$ cat config.mk
export PLATFORM = sky130hd
export DESIGN_NAME = illegal_op_entry
export DESIGN_NICKNAME = d
export VERILOG_FILES = /design/src/rtl/illx_pkg.sv /design/src/rtl/illx_classify.sv /design/src/rtl/illx_ctrl.sv /design/src/rtl/illx_frame.sv /design/src/rtl/illegal_op_entry.sv
export SDC_FILE = /design/constraint.sdc
export NUM_CORES = 1
export LEC_CHECK = 0
export BUFFER_PORTS_ARGS = -buffer_cell sky130_fd_sc_hd__buf_2
export CAP_MARGIN = 30
export CORE_AREA = 5 5 138 140
export CTS_CLUSTER_SIZE = 20
export DETAILED_ROUTE_END_ITERATION = 10
export DIE_AREA = 0 0 143 145
export PLACE_DENSITY = 0.72
export SLEW_MARGIN = 20
export SYNTH_ARGS = -nofsm -noshare
export SYNTH_HDL_FRONTEND = slang
export SYNTH_SLANG_ARGS = --single-unit
$ cat constraint.sdc
create_clock -name clk -period 2.4 [get_ports clk]
set_input_delay 0 -clock clk [delete_from_list [all_inputs] [get_ports clk]]
set_output_delay 0 -clock clk [all_outputs]
set_load 0.05 [all_outputs]
$ cat src/rtl/illx_pkg.sv
package illx_pkg;
  typedef enum logic [1:0] {
    ST_IDLE    = 2'd0,
    ST_PUSH_SR = 2'd1,
    ST_PUSH_PC = 2'd2,
    ST_FETCH   = 2'd3
  } illx_state_e;
endpackage

$ cat src/rtl/illx_classify.sv
module illx_classify (
  input  logic dec_valid_i,
  input  logic dec_in_slot_i,
  input  logic dec_undef_i,
  input  logic dec_pc_mod_i,
  output logic fire_o,
  output logic slot_o
);
  logic slot_fault;
  logic gen_fault;

  // A slot fault outranks a general fault; the two cannot coexist here anyway
  always_comb begin
    slot_fault = dec_in_slot_i & (dec_undef_i | dec_pc_mod_i);
    gen_fault  = ~dec_in_slot_i & dec_undef_i;
    fire_o     = dec_valid_i & (slot_fault | gen_fault);
    slot_o     = dec_valid_i & slot_fault;
  end
endmodule

$ cat src/rtl/illx_ctrl.sv
module illx_ctrl
  import illx_pkg::*;
(
  input  logic        clk_i,
  input  logic        rst_ni,
  input  logic        fire_i,
  input  logic        wr_ready_i,
  input  logic        rd_ready_i,
  output illx_state_e state_o,
  output logic        cap_en_o,
  output logic        wr_valid_o,
  output logic        rd_valid_o,
  output logic        done_o,
  output logic        stall_o
);
  illx_state_e state_q, state_d;
  logic        accept;

  always_comb begin
    accept  = fire_i & rst_ni & (state_q == ST_IDLE);
    state_d = state_q;
    case (state_q)
      ST_IDLE:    if (accept)     state_d = ST_PUSH_SR;
      ST_PUSH_SR: if (wr_ready_i) state_d = ST_PUSH_PC;
      ST_PUSH_PC: if (wr_ready_i) state_d = ST_FETCH;
      ST_FETCH:   if (rd_ready_i) state_d = ST_IDLE;
      default:                    state_d = ST_IDLE;
    endcase
  end

  always_ff @(posedge clk_i or negedge rst_ni) begin
    if (!rst_ni) state_q <= ST_IDLE;
    else         state_q <= state_d;
  end

  always_comb begin
    state_o    = state_q;
    cap_en_o   = accept;
    wr_valid_o = (state_q == ST_PUSH_SR) | (state_q == ST_PUSH_PC);
    rd_valid_o = (state_q == ST_FETCH);
    done_o     = (state_q == ST_FETCH) & rd_ready_i;
    stall_o    = accept | (state_q != ST_IDLE);
  end

  AST_WR_HOLD: assert property (@(posedge clk_i) disable iff (!rst_ni)
    (wr_valid_o && !wr_ready_i) |=> wr_valid_o);
  AST_RD_HOLD: assert property (@(posedge clk_i) disable iff (!rst_ni)
    (rd_valid_o && !rd_ready_i) |=> rd_valid_o);
  AST_STALL_COVERS: assert property (@(posedge clk_i) disable iff (!rst_ni)
    (wr_valid_o || rd_valid_o) |-> stall_o);
endmodule

$ cat src/rtl/illx_frame.sv
module illx_frame
  import illx_pkg::*;
#(
  parameter int XLEN       = 32,
  parameter int WORD_BYTES = 4,
  parameter int VEC_GEN    = 4,
  parameter int VEC_SLOT   = 6
) (
  input  logic            clk_i,
  input  logic            cap_en_i,
  input  logic            slot_i,
  input  illx_state_e     state_i,
  input  logic [XLEN-1:0] cur_pc_i,
  input  logic [XLEN-1:0] br_tgt_i,
  input  logic [XLEN-1:0] sr_i,
  input  logic [XLEN-1:0] sp_i,
  input  logic [XLEN-1:0] vbase_i,
  output logic [XLEN-1:0] wr_addr_o,
  output logic [XLEN-1:0] wr_data_o,
  output logic [XLEN-1:0] rd_addr_o,
  output logic [XLEN-1:0] sp_final_o
);
  localparam int              SHIFT    = $clog2(WORD_BYTES);
  localparam logic [XLEN-1:0] STEP     = XLEN'(WORD_BYTES);
  localparam logic [XLEN-1:0] OFF_GEN  = XLEN'(VEC_GEN) << SHIFT;
  localparam logic [XLEN-1:0] OFF_SLOT = XLEN'(VEC_SLOT) << SHIFT;

  logic [XLEN-1:0] sp_q, sr_q, ret_q, vaddr_q;
  logic [XLEN-1:0] ret_d, vaddr_d;

  always_comb begin
    ret_d   = slot_i ? br_tgt_i : cur_pc_i;
    vaddr_d = vbase_i + (slot_i ? OFF_SLOT : OFF_GEN);
  end

  always_ff @(posedge clk_i) begin
    if (cap_en_i) begin
      sp_q    <= sp_i;
      sr_q    <= sr_i;
      ret_q   <= ret_d;
      vaddr_q <= vaddr_d;
    end
  end

  always_comb begin
    if (state_i == ST_PUSH_PC) begin
      wr_addr_o = sp_q - (STEP << 1);
      wr_data_o = ret_q;
    end else begin
      wr_addr_o = sp_q - STEP;
      wr_data_o = sr_q;
    end
    rd_addr_o  = vaddr_q;
    sp_final_o = sp_q - (STEP << 1);
  end
endmodule

$ cat src/rtl/illegal_op_entry.sv
module illegal_op_entry
  import illx_pkg::*;
#(
  parameter int XLEN       = 32,
  parameter int WORD_BYTES = 4,
  parameter int VEC_GEN    = 4,
  parameter int VEC_SLOT   = 6
) (
  input  logic            clk,
  input  logic            rst_n,
  input  logic            dec_valid,
  input  logic            dec_in_slot,
  input  logic            dec_undef,
  input  logic            dec_pc_mod,
  input  logic [XLEN-1:0] cur_pc,
  input  logic [XLEN-1:0] br_target,
  input  logic [XLEN-1:0] sr_val,
  input  logic [XLEN-1:0] sp_val,
  input  logic [XLEN-1:0] vec_base,
  output logic            stall,
  output logic            mem_wr_valid,
  input  logic            mem_wr_ready,
  output logic [XLEN-1:0] mem_wr_addr,
  output logic [XLEN-1:0] mem_wr_data,
  output logic            mem_rd_valid,
  input  logic            mem_rd_ready,
  output logic [XLEN-1:0] mem_rd_addr,
  input  logic [XLEN-1:0] mem_rd_data,
  output logic            pc_load,
  output logic [XLEN-1:0] pc_new,
  output logic            sp_load,
  output logic [XLEN-1:0] sp_new
);
  localparam logic [XLEN-1:0] STEP = XLEN'(WORD_BYTES);

  logic [1:0]  rst_sync_q;
  logic        rst_s_n;
  logic        fire, slot, cap_en, done;
  illx_state_e state;

  // Reset asserts asynchronously and releases on a clock edge
  always_ff @(posedge clk or negedge rst_n) begin
    if (!rst_n) rst_sync_q <= 2'b00;
    else        rst_sync_q <= {rst_sync_q[0], 1'b1};
  end
  assign rst_s_n = rst_sync_q[1];

  illx_classify u_classify (
    .dec_valid_i   (dec_valid),
    .dec_in_slot_i (dec_in_slot),
    .dec_undef_i   (dec_undef),
    .dec_pc_mod_i  (dec_pc_mod),
    .fire_o        (fire),
    .slot_o        (slot)
  );

  illx_ctrl u_ctrl (
    .clk_i      (clk),
    .rst_ni     (rst_s_n),
    .fire_i     (fire),
    .wr_ready_i (mem_wr_ready),
    .rd_ready_i (mem_rd_ready),
    .state_o    (state),
    .cap_en_o   (cap_en),
    .wr_valid_o (mem_wr_valid),
    .rd_valid_o (mem_rd_valid),
    .done_o     (done),
    .stall_o    (stall)
  );

  illx_frame #(
    .XLEN       (XLEN),
    .WORD_BYTES (WORD_BYTES),
    .VEC_GEN    (VEC_GEN),
    .VEC_SLOT   (VEC_SLOT)
  ) u_frame (
    .clk_i      (clk),
    .cap_en_i   (cap_en),
    .slot_i     (slot),
    .state_i    (state),
    .cur_pc_i   (cur_pc),
    .br_tgt_i   (br_target),
    .sr_i       (sr_val),
    .sp_i       (sp_val),
    .vbase_i    (vec_base),
    .wr_addr_o  (mem_wr_addr),
    .wr_data_o  (mem_wr_data),
    .rd_addr_o  (mem_rd_addr),
    .sp_final_o (sp_new)
  );

  // Handler address goes straight to fetch in the read handshake cycle
  always_comb begin
    pc_load = done;
    sp_load = done;
    pc_new  = mem_rd_data;
  end

  AST_WR_STABLE: assert property (@(posedge clk) disable iff (!rst_s_n)
    (mem_wr_valid && !mem_wr_ready) |=> ($stable(mem_wr_addr) && $stable(mem_wr_data)));
  AST_PUSH_DESCEND: assert property (@(posedge clk) disable iff (!rst_s_n)
    (mem_wr_valid && mem_wr_ready) |=> (!mem_wr_valid || (mem_wr_addr == $past(mem_wr_addr) - STEP)));
  AST_LOAD_ONE_CYCLE: assert property (@(posedge clk) disable iff (!rst_s_n)
    pc_load |=> !pc_load);
  AST_LOAD_NEEDS_STALL: assert property (@(posedge clk) disable iff (!rst_s_n)
    pc_load |-> (stall && mem_rd_valid));
endmodule

==> results.py <==
metrics = {
    "hold_path": {
        "hp-class": "in2out",
    },
    "routing": {
        "via_per_inst": 4.91,
        "final_antenna_net_count": 0,
        "avgRoutedWirePerCell_microns": 18.2,
        "firstDrtPassIters": 4,
        "vias": 6346,
        "wirelength_microns": 23500,
        "drt_iter0_markers": 339,
        "post-route-drc-count": 0,
    },
    "global_route": {
        "grt_usage_pct": 21.8,
        "grt_max_degree": 79,
        "grt_antenna_before_repair": 2,
        "use_met3_pct": 6.71,
        "top_usage_layer": "met2",
        "grt_use_met2_pct": 38.5,
        "grt_pass1_wl_microns": 35300,
        "grt_pass1_vias": 6744,
        "grt_overflow": 0,
        "grt_util_met1_pct": 23.8,
    },
    "timing": {
        "finalSetupViolations": 1,
        "finClkSkew_ns": 0.00811,
        "slew_violations": 0,
        "layout_setup_ws_ns": -0.00315,
        "finalHoldViolCount": 0,
        "fin_crit_ns": 2.40,
        "finalCritPeriodShare_pct": 100,
        "relSlewSlack_pct": 63.1,
        "rsz0062_at_grt": "yes",
        "clock.fmax_mhz": 416,
        "worstMarginPinSlew_ns": 0.549,
    },
    "logic_synthesis": {
        "synth_xor_area_share_pct": 10.4,
        "synth_compound_area_share_pct": 1.21,
        "synth_nets": 788,
        "synthDistinctLibCells": 46,
        "synth_top_cell_by_area": "edfxtp_1",
        "syn-cell-area_sq_um": 6910,
        "yosysSeqAreaShare_pct": 57.1,
        "synth_top_area_share_pct": 55.7,
        "netlist_instances": 580,
        "syn_area_per_cell_sq_um": 11.9,
        "synth_top_family_by_area": "simple AND/OR/NAND/NOR gates",
        "async_flop_share_pct": 3.03,
        "synth_fa_ha_area_share_pct": 1.45,
        "synth_enable_flop_cells": 128,
        "ys_warn_count": 0,
        "synth_simple_gate_area_share_pct": 18.0,
        "synth_mux_area_share_pct": 5.53,
        "synthTopCellsByArea": "edfxtp_1, nand2_1, xnor2_1",
        "synth_ff_type": "edfxtp_1",
        "synth_seq_cells": 132,
    },
    "placement": {
        "dp.cells": 1078,
        "port-buffer-count": 300,
        "place_hpwl_microns": 15300,
        "gp_congestion": 0.921,
        "dpl_cell_area_sq_um": 8700,
    },
    "pwr": {
        "clkPwrFrac_pct": 28.5,
        "p_leak_nw": 4.82,
        "power.density_nw_per_um2": 724,
        "seq_power_share_pct": 34.3,
        "max-vdd-ir-drop_v": 0.000504,
        "combPwrFrac_pct": 37.1,
        "sw_frac_of_total_pct": 38.0,
        "intPower_mw": 5.09,
        "switchingPower_mw": 3.13,
    },
    "clock_tree": {
        "insertion_delay_ns": 0.40,
        "htree_levels": 4,
        "cts.sinks": 132,
        "cts_tree": "yes",
        "cts.path.max_buffers": 2,
        "cts_inserted_buffers": 17,
        "clk_root_buffer_cell": "clkbuf_16",
        "clk_pin_slew_ns": 0.06,
    },
    "floorplanning": {
        "chipHeight_microns": 145,
        "fp.dieArea_sq_um": 20700,
        "start_util_pct": 39.0,
        "row_count": 49,
        "io_pins": 365,
        "core_area_sq_um": 17700,
        "die_width_microns": 143,
    },
    "worst_setup_path": {
        "end_kind": "output port",
        "arrival_ns": 2.40,
        "required_ns": 2.40,
        "critical_path_class": "reg2out",
        "crit_fanout": 5,
        "worstSetupStartpointType": "flip-flop",
    },
    "final_layout": {
        "fin_util_pct": 64.0,
        "final_area_sq_um": 11300,
        "drive_gt1_share_pct": 44.0,
        "finalNonFillerCells": 1292,
        "mostFrequentLayoutCells": "buf_2, dlygate4sd3_1, edfxtp_1",
        "nNetsFinal": 1256,
        "syn_to_final_growth_pct": 64.3,
        "final_common_cell": "buf_2",
    },
    "job": {
        "drv_cap": 0,
    },
    "run_status": {
        "outcome": "complete, but fails checks",
        "violations": "negative setup slack",
    },
}
==> final timing paths <==
kind | from | end | slack (ns) | cells past startpoint
max | u_frame.sp_q[13] | mem_wr_addr[29] | -0.003 | 6
min | mem_rd_data[18] | pc_new[18] | 0.00002 | 0
max reg2reg | u_ctrl.state_o[0] | u_ctrl.state_o[1] | 0.49 | 7
min reg2reg | rst_sync_q[1] | u_ctrl.state_o[0] | 0.07 | 0
max in group asynchronous | rst_n | rst_sync_q[1] | 1.80 | 3
min in group asynchronous | rst_sync_q[1] | u_ctrl.state_o[0] | 0.07 | 0
==> cell type report <==
cell class / count / area [sq um]
fill: 1288 / 6370
sequential: 132 / 3940
timing repair buffer: 507 / 3610
multi-input combinational: 377 / 2920
clock buffer: 19 / 433
tap: 229 / 287
clock inverter: 13 / 97.6
inverter: 13 / 52.6
antenna: 2 / 5.00
==> critical path: stages, from the launching register on <==
cell and delay (ns):
edfxtp_1 0.50, nor4_4 0.34, buf_4 0.18, nand2b_1 0.17
nor4_2 0.33, xor2_1 0.25, buf_4 0.24
==> cell usage after synthesis, types with 2 or more instances <==
library cell and n:
nand3b_1 4, clkbuf_1 9, a21oi_1 2, xnor2_1 43
edfxtp_1 128, nand4b_1 2, xor2_1 39, nor2_1 27
and3_1 4, nand4_1 12, mux2_2 33, inv_1 13
nor2b_1 4, nand2_1 117, nor4_4 3, nor4_1 5
buf_1 2, nor3b_1 4, nor3_1 16, and4_1 5
or3_1 5, nor4_2 5, nand3_1 15, and2_1 2
buf_4 39, o21ai_0 4, ha_1 8, buf_2 6
o2111ai_1 2, or2_2 2, nand2b_1 2, dfrtp_1 4
==> sequential cells by signal (all words and copies together), names as in the netlist <==
| register | cells |
|---|---|
| u_frame.rd_addr_o | 32 |
| u_frame.ret_q | 32 |
| u_frame.sp_q | 32 |
| u_frame.sr_q | 32 |
| rst_sync_q | 2 |
| u_ctrl.state_o | 2 |
==> per-layer routing <==
layer  share of wire, %  vias up
met1                 35     2986
met2                 52      355
met3                8.9       62
met4                3.7        0
li1                   -     2943
met5                  0        -
==> power groups by stage <==
stage	clock network, mW	registers (mW)	logic, mW
global placement	0	2.85	2.69
detailed placement	0	2.86	2.72
global route	2.52	2.84	3.20
floorplan	0	2.96	2.05
finish	2.34	2.82	3.05
CTS	2.39	2.81	2.97
==> timing repair <==
item                                    in CTS  in global routing
cloned                                       0                  0
hold endpoints to repair                   128                  0
endpoints found under the setup margin      28                 36
resized for setup                           23                 64
pin swaps                                    5                 16
hold buffers                               162                  0
setup buffers                                4                 14
==> logic make-up after synthesis <==
family / count (synthesis)
fa+ha+maj: 8
mux: 34
xor+xnor: 82
other cells: 1
flops: 132
compound gates: 12
buf+inv: 71
simple gates: 240
==> metrics by stage <==
step	setup WS (ns)	hold WS (ns)	total power [mW]	TNS, ns
floorplan	-1.95	-0.296	5.01	-249.51
global placement	0.197	-0.213	5.55	0
detailed placement	0.164	-0.212	5.58	0
CTS	-0.0412	0.000341	8.17	-0.0967
global route	-0.0799	0.000127	8.56	-0.692
finish	-0.00315	0.0000167	8.22	-0.00315
Power figures use the tool's default switching activity.
